**src/rtl/aud_fifo_pkg.sv**
```systemverilog
package aud_fifo_pkg;
  localparam int ADDR_W = 3;
  localparam int REG_W  = 32;
  localparam int THR_W  = 4;
  localparam int LVL_W  = 4;

  localparam logic [ADDR_W-1:0] ADR_CTRL  = 3'd0;
  localparam logic [ADDR_W-1:0] ADR_STAT  = 3'd1;
  localparam logic [ADDR_W-1:0] ADR_IEN   = 3'd2;
  localparam logic [ADDR_W-1:0] ADR_LEVEL = 3'd3;
  localparam logic [ADDR_W-1:0] ADR_TXD   = 3'd4;
  localparam logic [ADDR_W-1:0] ADR_RXD   = 3'd5;

  localparam int EN_POS     = 31;
  localparam int DMA_POS    = 30;
  localparam int RX_THR_POS = 12;
  localparam int TX_THR_POS = 4;

  // per-direction event nibble: bit3 fault, bit2 overrun, bit1 underrun, bit0 threshold
  typedef struct packed {
    logic fault;
    logic over;
    logic under;
    logic thr;
  } dir_ev_t;

  typedef struct packed {
    logic             en;
    logic             dma_en;
    logic [THR_W-1:0] rx_thr;
    logic [THR_W-1:0] tx_thr;
  } ctrl_t;

  localparam ctrl_t CTRL_RST = '{en: 1'b0, dma_en: 1'b0, rx_thr: 4'd4, tx_thr: 4'd4};
endpackage

```
**src/rtl/aud_fifo_mem.sv**
```systemverilog
module aud_fifo_mem #(
  parameter int WIDTH = 32,
  parameter int DEPTH = 8
) (
  input  logic                           clk,
  input  logic                           rst_n,
  input  logic                           flush,
  input  logic                           push,
  input  logic [WIDTH-1:0]               push_data,
  input  logic                           pop,
  output logic [WIDTH-1:0]               head,
  output logic [$clog2(DEPTH+1)-1:0]     count,
  output logic                           full,
  output logic                           empty
);
  localparam int AW = (DEPTH > 1) ? $clog2(DEPTH) : 1;
  localparam int CW = $clog2(DEPTH + 1);
  localparam logic [AW-1:0] LAST = AW'(DEPTH - 1);

  logic [WIDTH-1:0] mem [DEPTH];
  logic [AW-1:0]    wr_ptr, rd_ptr;
  logic             do_push, do_pop;

  assign full    = (count == CW'(DEPTH));
  assign empty   = (count == '0);
  assign do_push = push && !full;
  assign do_pop  = pop && !empty;
  assign head    = mem[rd_ptr];

  always_ff @(posedge clk) begin
    if (do_push) mem[wr_ptr] <= push_data;
  end

  always_ff @(posedge clk or negedge rst_n) begin
    if (!rst_n) begin
      wr_ptr <= '0;
      rd_ptr <= '0;
      count  <= '0;
    end else if (flush) begin
      wr_ptr <= '0;
      rd_ptr <= '0;
      count  <= '0;
    end else begin
      if (do_push) wr_ptr <= (wr_ptr == LAST) ? '0 : wr_ptr + 1'b1;
      if (do_pop)  rd_ptr <= (rd_ptr == LAST) ? '0 : rd_ptr + 1'b1;
      case ({do_push, do_pop})
        2'b10:   count <= count + 1'b1;
        2'b01:   count <= count - 1'b1;
        default: count <= count;
      endcase
    end
  end


  no_overflow_chk: assert property (@(posedge clk) disable iff (!rst_n)
    count <= CW'(DEPTH));


  full_drop_chk: assert property (@(posedge clk) disable iff (!rst_n)
    (push && full && !pop && !flush) |=> (count == $past(count)));


  empty_pop_chk: assert property (@(posedge clk) disable iff (!rst_n)
    (pop && empty && !push && !flush) |=> (count == '0));
endmodule

```
**src/rtl/aud_fifo_csr.sv**
```systemverilog
module aud_fifo_csr
  import aud_fifo_pkg::*;
(
  input  logic              clk,
  input  logic              rst_n,
  input  logic              wr,
  input  logic [ADDR_W-1:0] addr,
  input  logic [REG_W-1:0]  wdata,
  input  dir_ev_t           tx_ev,
  input  dir_ev_t           rx_ev,
  output ctrl_t             ctrl,
  output logic [7:0]        status,
  output logic [7:0]        ien,
  output logic              irq,
  output logic              flush
);
  logic       wr_ctrl, wr_stat, wr_ien;
  logic [7:0] ev_set, ev_clr;

  assign wr_ctrl = wr && (addr == ADR_CTRL);
  assign wr_stat = wr && (addr == ADR_STAT);
  assign wr_ien  = wr && (addr == ADR_IEN);
  assign flush   = wr_ctrl && !wdata[EN_POS];
  assign ev_set  = {rx_ev, tx_ev};
  assign ev_clr  = wr_stat ? wdata[7:0] : 8'h00;
  assign irq     = |(status & ien);

  always_ff @(posedge clk or negedge rst_n) begin
    if (!rst_n) begin
      ctrl <= CTRL_RST;
      ien  <= 8'h00;
    end else if (flush) begin
      ctrl <= CTRL_RST;
      ien  <= 8'h00;
    end else begin
      if (wr_ctrl) begin
        ctrl.en     <= wdata[EN_POS];
        ctrl.dma_en <= wdata[DMA_POS];
        ctrl.rx_thr <= wdata[RX_THR_POS +: THR_W];
        ctrl.tx_thr <= wdata[TX_THR_POS +: THR_W];
      end
      if (wr_ien) ien <= wdata[7:0];
    end
  end

  always_ff @(posedge clk or negedge rst_n) begin
    if (!rst_n) status <= 8'h00;
    else        status <= (status & ~ev_clr) | ev_set;
  end


  w1c_clear_chk: assert property (@(posedge clk) disable iff (!rst_n)
    (wr_stat && ev_set == 8'h00) |=> ((status & $past(wdata[7:0])) == 8'h00));


  sticky_hold_chk: assert property (@(posedge clk) disable iff (!rst_n)
    !wr_stat |=> ((status & $past(status)) == $past(status)));


  disable_reset_chk: assert property (@(posedge clk) disable iff (!rst_n)
    (wr_ctrl && !wdata[EN_POS]) |=> (ctrl == CTRL_RST && ien == 8'h00));


  irq_masked_chk: assert property (@(posedge clk) disable iff (!rst_n)
    (ien == 8'h00) |-> !irq);
endmodule

```
**src/rtl/aud_fifo_dreq.sv**
```systemverilog
module aud_fifo_dreq
  import aud_fifo_pkg::*;
#(
  parameter int DEPTH = 8
) (
  input  logic                       clk,
  input  logic                       rst_n,
  input  logic                       running,
  input  logic [$clog2(DEPTH+1)-1:0] tx_count,
  input  logic [$clog2(DEPTH+1)-1:0] rx_count,
  input  logic [THR_W-1:0]           tx_thr,
  input  logic [THR_W-1:0]           rx_thr,
  output logic                       tx_req,
  output logic                       rx_req
);
  int tx_free;

  assign tx_free = DEPTH - int'(tx_count);
  assign tx_req  = running && (tx_free > int'(tx_thr));
  assign rx_req  = running && (rx_count != '0) && (int'(rx_count) >= int'(rx_thr));


  tx_fill_mono_chk: assert property (@(posedge clk) disable iff (!rst_n)
    (running && $past(running) && $stable(tx_thr) && !$past(tx_req)
     && (tx_count >= $past(tx_count))) |-> !tx_req);


  rx_fill_mono_chk: assert property (@(posedge clk) disable iff (!rst_n)
    (running && $past(running) && $stable(rx_thr) && $past(rx_req)
     && (rx_count >= $past(rx_count))) |-> rx_req);
endmodule

```
**src/rtl/aud_fifo_pair.sv**
```systemverilog
module aud_fifo_pair
  import aud_fifo_pkg::*;
#(
  parameter int DEPTH  = 8,
  parameter int DATA_W = 32
) (
  input  logic              clk,
  input  logic              rst_n,
  input  logic              reg_wr,
  input  logic              reg_rd,
  input  logic [2:0]        reg_addr,
  input  logic [31:0]       reg_wdata,
  output logic [31:0]       reg_rdata,
  output logic              irq,
  output logic              tx_dma_req,
  output logic              rx_dma_req,
  output logic              tx_valid,
  input  logic              tx_ready,
  output logic [DATA_W-1:0] tx_data,
  input  logic              rx_valid,
  output logic              rx_ready,
  input  logic [DATA_W-1:0] rx_data
);
  localparam int CW      = $clog2(DEPTH + 1);
  localparam int LVL_MAX = (1 << LVL_W) - 1;

  ctrl_t             ctrl;
  logic [7:0]        status, ien;
  logic              flush, running;
  logic              bus_txw, bus_rxr;
  logic [DATA_W-1:0] tx_head, rx_head;
  logic [CW-1:0]     tx_count, rx_count;
  logic              tx_full, tx_empty, rx_full, rx_empty;
  dir_ev_t           tx_ev, rx_ev;
  logic [REG_W-1:0]  rd_mux;
  logic [LVL_W-1:0]  tx_lvl, rx_lvl;

  function automatic logic [LVL_W-1:0] sat_level(input logic [CW-1:0] c);
    int v;
    v = int'(c);
    if (v > LVL_MAX) v = LVL_MAX;
    return LVL_W'(v);
  endfunction

  assign running = ctrl.en && ctrl.dma_en;
  assign bus_txw = reg_wr && (reg_addr == ADR_TXD);
  assign bus_rxr = reg_rd && (reg_addr == ADR_RXD);

  aud_fifo_csr u_csr (
    .clk    (clk),
    .rst_n  (rst_n),
    .wr     (reg_wr),
    .addr   (reg_addr),
    .wdata  (reg_wdata),
    .tx_ev  (tx_ev),
    .rx_ev  (rx_ev),
    .ctrl   (ctrl),
    .status (status),
    .ien    (ien),
    .irq    (irq),
    .flush  (flush)
  );

  aud_fifo_mem #(.WIDTH(DATA_W), .DEPTH(DEPTH)) u_tx_fifo (
    .clk       (clk),
    .rst_n     (rst_n),
    .flush     (flush),
    .push      (bus_txw && running),
    .push_data (reg_wdata[DATA_W-1:0]),
    .pop       (running && tx_ready),
    .head      (tx_head),
    .count     (tx_count),
    .full      (tx_full),
    .empty     (tx_empty)
  );

  aud_fifo_mem #(.WIDTH(DATA_W), .DEPTH(DEPTH)) u_rx_fifo (
    .clk       (clk),
    .rst_n     (rst_n),
    .flush     (flush),
    .push      (running && rx_valid),
    .push_data (rx_data),
    .pop       (bus_rxr && running),
    .head      (rx_head),
    .count     (rx_count),
    .full      (rx_full),
    .empty     (rx_empty)
  );

  aud_fifo_dreq #(.DEPTH(DEPTH)) u_dreq (
    .clk      (clk),
    .rst_n    (rst_n),
    .running  (running),
    .tx_count (tx_count),
    .rx_count (rx_count),
    .tx_thr   (ctrl.tx_thr),
    .rx_thr   (ctrl.rx_thr),
    .tx_req   (tx_dma_req),
    .rx_req   (rx_dma_req)
  );

  assign tx_valid = running && !tx_empty;
  assign tx_data  = tx_valid ? tx_head : '0;
  assign rx_ready = running && !rx_full;

  assign tx_ev.thr   = tx_dma_req;
  assign tx_ev.under = running && tx_ready && tx_empty;
  assign tx_ev.over  = bus_txw && running && tx_full;
  assign tx_ev.fault = bus_txw && !running;

  assign rx_ev.thr   = rx_dma_req;
  assign rx_ev.under = bus_rxr && running && rx_empty;
  assign rx_ev.over  = running && rx_valid && rx_full;
  assign rx_ev.fault = bus_rxr && !running;

  assign tx_lvl = sat_level(tx_count);
  assign rx_lvl = sat_level(rx_count);

  always_comb begin
    rd_mux = '0;
    case (reg_addr)
      ADR_CTRL: begin
        rd_mux[EN_POS]                  = ctrl.en;
        rd_mux[DMA_POS]                 = ctrl.dma_en;
        rd_mux[RX_THR_POS +: THR_W]     = ctrl.rx_thr;
        rd_mux[TX_THR_POS +: THR_W]     = ctrl.tx_thr;
      end
      ADR_STAT:  rd_mux[7:0] = status;
      ADR_IEN:   rd_mux[7:0] = ien;
      ADR_LEVEL: rd_mux[2*LVL_W-1:0] = {rx_lvl, tx_lvl};
      ADR_RXD:   if (running && !rx_empty) rd_mux[DATA_W-1:0] = rx_head;
      default:   rd_mux = '0;
    endcase
  end

  always_ff @(posedge clk or negedge rst_n) begin
    if (!rst_n)      reg_rdata <= '0;
    else if (reg_rd) reg_rdata <= rd_mux;
  end


  rx_overrun_chk: assert property (@(posedge clk) disable iff (!rst_n)
    (running && rx_valid && !rx_ready) |=> status[6]);


  tx_underrun_chk: assert property (@(posedge clk) disable iff (!rst_n)
    (running && tx_ready && !tx_valid) |=> status[1]);


  tx_idle_zero_chk: assert property (@(posedge clk) disable iff (!rst_n)
    !tx_valid |-> (tx_data == '0));


  tx_fault_chk: assert property (@(posedge clk) disable iff (!rst_n)
    (bus_txw && !running && !flush) |=> (status[3] && tx_count == $past(tx_count)));
endmodule

```
**config.mk**
```make
export PLATFORM = sky130hd
export DESIGN_NAME = aud_fifo_pair
export DESIGN_NICKNAME = d
export VERILOG_FILES = /design/src/rtl/aud_fifo_pkg.sv /design/src/rtl/aud_fifo_mem.sv /design/src/rtl/aud_fifo_csr.sv /design/src/rtl/aud_fifo_dreq.sv /design/src/rtl/aud_fifo_pair.sv
export SDC_FILE = /design/constraint.sdc
export NUM_CORES = 1
export LEC_CHECK = 0
export BUFFER_PORTS_ARGS = -buffer_cell sky130_fd_sc_hd__buf_4
export CAP_MARGIN = 20
export CORE_MARGIN = 2
export CORE_UTILIZATION = 60
export CTS_CLUSTER_DIAMETER = 30
export DETAILED_ROUTE_END_ITERATION = 6
export GPL_TIMING_DRIVEN = 0
export PLACE_DENSITY = 0.79
export RECOVER_POWER = 50
export SLEW_MARGIN = 5
export SYNTH_ARGS = -nofsm -noshare
export SYNTH_HDL_FRONTEND = slang
export SYNTH_SLANG_ARGS = --single-unit
```
**constraint.sdc**
```tcl
create_clock -name clk -period 5.9 [get_ports clk]
set_input_delay 0.295 -clock clk [delete_from_list [all_inputs] [get_ports clk]]
set_output_delay 0.295 -clock clk [all_outputs]
set_load 0.01 [all_outputs]
```
==> impl_results.md <==
- Ys Warns: 0
- Post-cts resize count: 0
- 1st-iter DRT viols: 1478
- Critical Path RT: around 5600 ps
- I/O Buffers: about 140
- Synth unique cells: 49
- Final ANT Viol Nets: 0
- Rows: 72
- Worst path cell trace: inv_1, ha_1, nand2b_1, or2_2, nand2_1, clkbuf_1, nor2_1, buf_4
- HP Class: in2reg
- Most common cell in the synthesized netlist: edfxtp_1
- Core box area: roughly 38000 sq um
- WHS Endpoint: reg_rdata[31]
- Design area: just under 30000 sq um
- Crit Path Category: reg2out
- Post-DP Area: around 26000 sq um
- Die X: 201 um
- Clock tree sinks: 590
- Worst Max-Slew Pin Slew: 1320 ps
- Top_reg_cell synth: edfxtp_1
- Clock slew at reported path FFs: 50 ps
- Worst path max stage delay: 500 ps
- Vias in the first global route: 14648
- Pre-CTS WS: 2850 ps
- Unrepaired setup endpoints after global routing: no
- Clock Skew: 40.1 ps
- Fin cells: 2169
- Drt first pass iters: 5
- HP Start: reg_rd
- CP max-delay cell: clkbuf_1
- Post-synth EDFFs: a little over 500
- Max Slew Vio Count: 0
- Top-area cell type share of the netlist area: 0.659
- Finish-stage setup viols: 0
- Sequential-to-total area share from yosys stat: 0.743
- Final Hold Viols: 0
- First-pass GRT wire length: 91500 um
- Max_cap viols: 0
- CTS max path bufs: 3
- Drt wl/cell: 28.4 um
- Status: finished, final reports clean
- Synth area leaders: edfxtp_1, mux4_2, dfrtp_1
- Final-stage net count: around 1700
- Mean Syn Cell Area: 19.3 sq um
- Share of post-route cells with drive strength above 1: 0.277
- CP top delay family: simple AND/OR/NAND/NOR gates
- WP data arrival: 3230 ps
- Hold path depth: 4
- Antenna violations before repair: 0
- Clock latency on the worst-skew pair: 650 ps
- Worst r2r dst: u_tx_fifo.mem[1][11]
- Post-synth top area cell: edfxtp_1
- Full die area: slightly above 40000 sq um
- Area growth, synth to finish: 27.4%
- Synth async-reset ratio: 0.132
- Worst reg2reg path startpoint: u_tx_fifo.count[0]
- Most instantiated cells after synthesis: edfxtp_1, mux4_2, mux2i_1, dfrtp_1, nor2_1
- Placed cell count: 1905
- Final Cycle Share: 0.597
- Gpl congestion: 0.861
- Die height: 201 um
- Largest net degree at the start of global routing: 79
- Flop-to-flop setup slack: 2770 ps
- Synth Net Count: approximately 1300
- Root Buffer Master: clkbuf_16
- CP Depth: 8
- Crit path launch type: flip-flop
- Syn Std Cell Area: 23300 sq um
- Max H-tree Level: 3
- WL final: 61600 um
- Total GRT Usage: 0.311
- CTS tree: built
- Achievable Freq: 0.284 GHz
- Flop and latch count out of synthesis: 590
- Final Worst Setup Slack: 2380 ps
- Max IR drop VDD: 0.295 mV
- GR Overflow Total: 0
- Number of antenna diodes: 0
- Tmin final: 3520 ps
- CP Buf/Inv Count: 3
- Leak pwr: 10.2 nW
- Power per standard cell area: 430 nW/um^2
- Critical path fanouts, max: 10
- CP Capture Type: output port
- I/O pins: roughly 140
- Mapped Cells: 1210
- Vias: 13683
- Slew margin rel.: 0.117
- Initial Util: 0.606
- Worst reg2reg path depth: 8
- Hpwl dp: 32700 um
- Total CTS buffers: 105
- DR DRC count: 0
- Vias/cell: 6.31
layer usage:
layer | wire [um] | vias to the layer above | part of all wire | GRT usage
met5 | 0 | - | 0 | 0
met4 | 2300 | 0 | 0.037 | 0.135
met3 | 5030 | 185 | 0.082 | 0.0580
met2 | 32500 | 888 | 0.53 | 0.544
met1 | 21700 | 7026 | 0.35 | 0.382
li1 | - | 5584 | - | -
tightest hold or removal path, cell delays in order:
cell and delay, ps:
buf_4 140, nor2b_1 120, a21oi_1 60, o21ai_0 60
how the worst max path moves through the flow:
stage / startpoint / to / slack, ps
finish: u_tx_fifo.count[0] / tx_data[6] / 2380
global route: u_tx_fifo.count[0] / tx_data[6] / 2270
CTS: u_tx_fifo.rd_ptr[1] / tx_data[6] / 2440
detailed placement: u_tx_fifo.count[0] / u_tx_fifo.mem[0][19] / 2850
global placement: u_csr.ctrl[9] / u_rx_fifo.mem[0][18] / -1540
floorplan: u_rx_fifo.count[3] / u_rx_fifo.mem[0][0] / 1420
registers in the layout, indices dropped and copies added, names as in the netlist:
name,flops
u_rx_fifo.mem,256
u_tx_fifo.count,4
reg_rdata,32
u_rx_fifo.wr_ptr,3
u_tx_fifo.rd_ptr,3
u_rx_fifo.rd_ptr,3
u_csr.ien,8
u_rx_fifo.count,4
u_csr.status,8
u_csr.ctrl,10
u_tx_fifo.wr_ptr,3
u_tx_fifo.mem,256
timing repair:
item / in CTS / in global routing
buffers inserted: 0 / 0
hold buffers: 65 / 0
endpoints found under the hold margin: 594 / 0
layout make-up:
cell class | instances | area [sq um]
tap | 518 | 648
multi-input combinational | 523 | 5690
fill | 1957 | 8740
clock inverter | 80 | 990
buffer | 63 | 270
inverter | 34 | 128
timing repair buffer | 243 | 1890
sequential | 590 | 17300
clock buffer | 118 | 2780
where the power goes:
group	leakage [nW]	internal [mW]	switching (mW)	total (mW)
clock	1.79	4.16	2.20	6.37
combinational	2.73	0.775	0.875	1.65
sequential	5.63	4.65	0.127	4.78
metrics by stage:
stage                     setup TNS, ps  utilization  total power [mW]  hold WS (ps)
final                                 0        0.773              12.8          87.0
after global routing                  0        0.773              13.1           125
after CTS                             0        0.780              12.8          62.2
after detailed placement              0        0.666              6.41           503
after global placement           -78340        0.651              6.35           493
after floorplan                       0            -              5.91        -0.591
kinds of logic (layout without fill, tap and decap cells):
family	Yosys count	count (layout)	share of synthesized area
muxes	214	214	0.163
and+or+nand+nor	170	170	0.0348
AOI/OAI and AO/OA	110	110	0.0282
adders and majority gates	20	20	0.0107
xor gates and xnor gates	9	9	0.00338
DFF	590	590	0.743
buffers and inverters	97	538	0.0171
placed cells by master (no fill, tap or decap), types with 23 or more instances in the layout:
master         synthesis  final
edfxtp_1             512    512
mux4_2               132    132
clkbuf_1              33    121
clkbuf_16              0    107
mux2i_1               77     77
dfrtp_1               76     76
buf_4                  0     72
dlygate4sd3_1          0     65
nor2_1                67     58
o21ai_0               43     43
nand2_1               40     41
inv_1                 34     34
a21oi_1               23     23
Note: power is estimated with default switching activity, not from simulation.
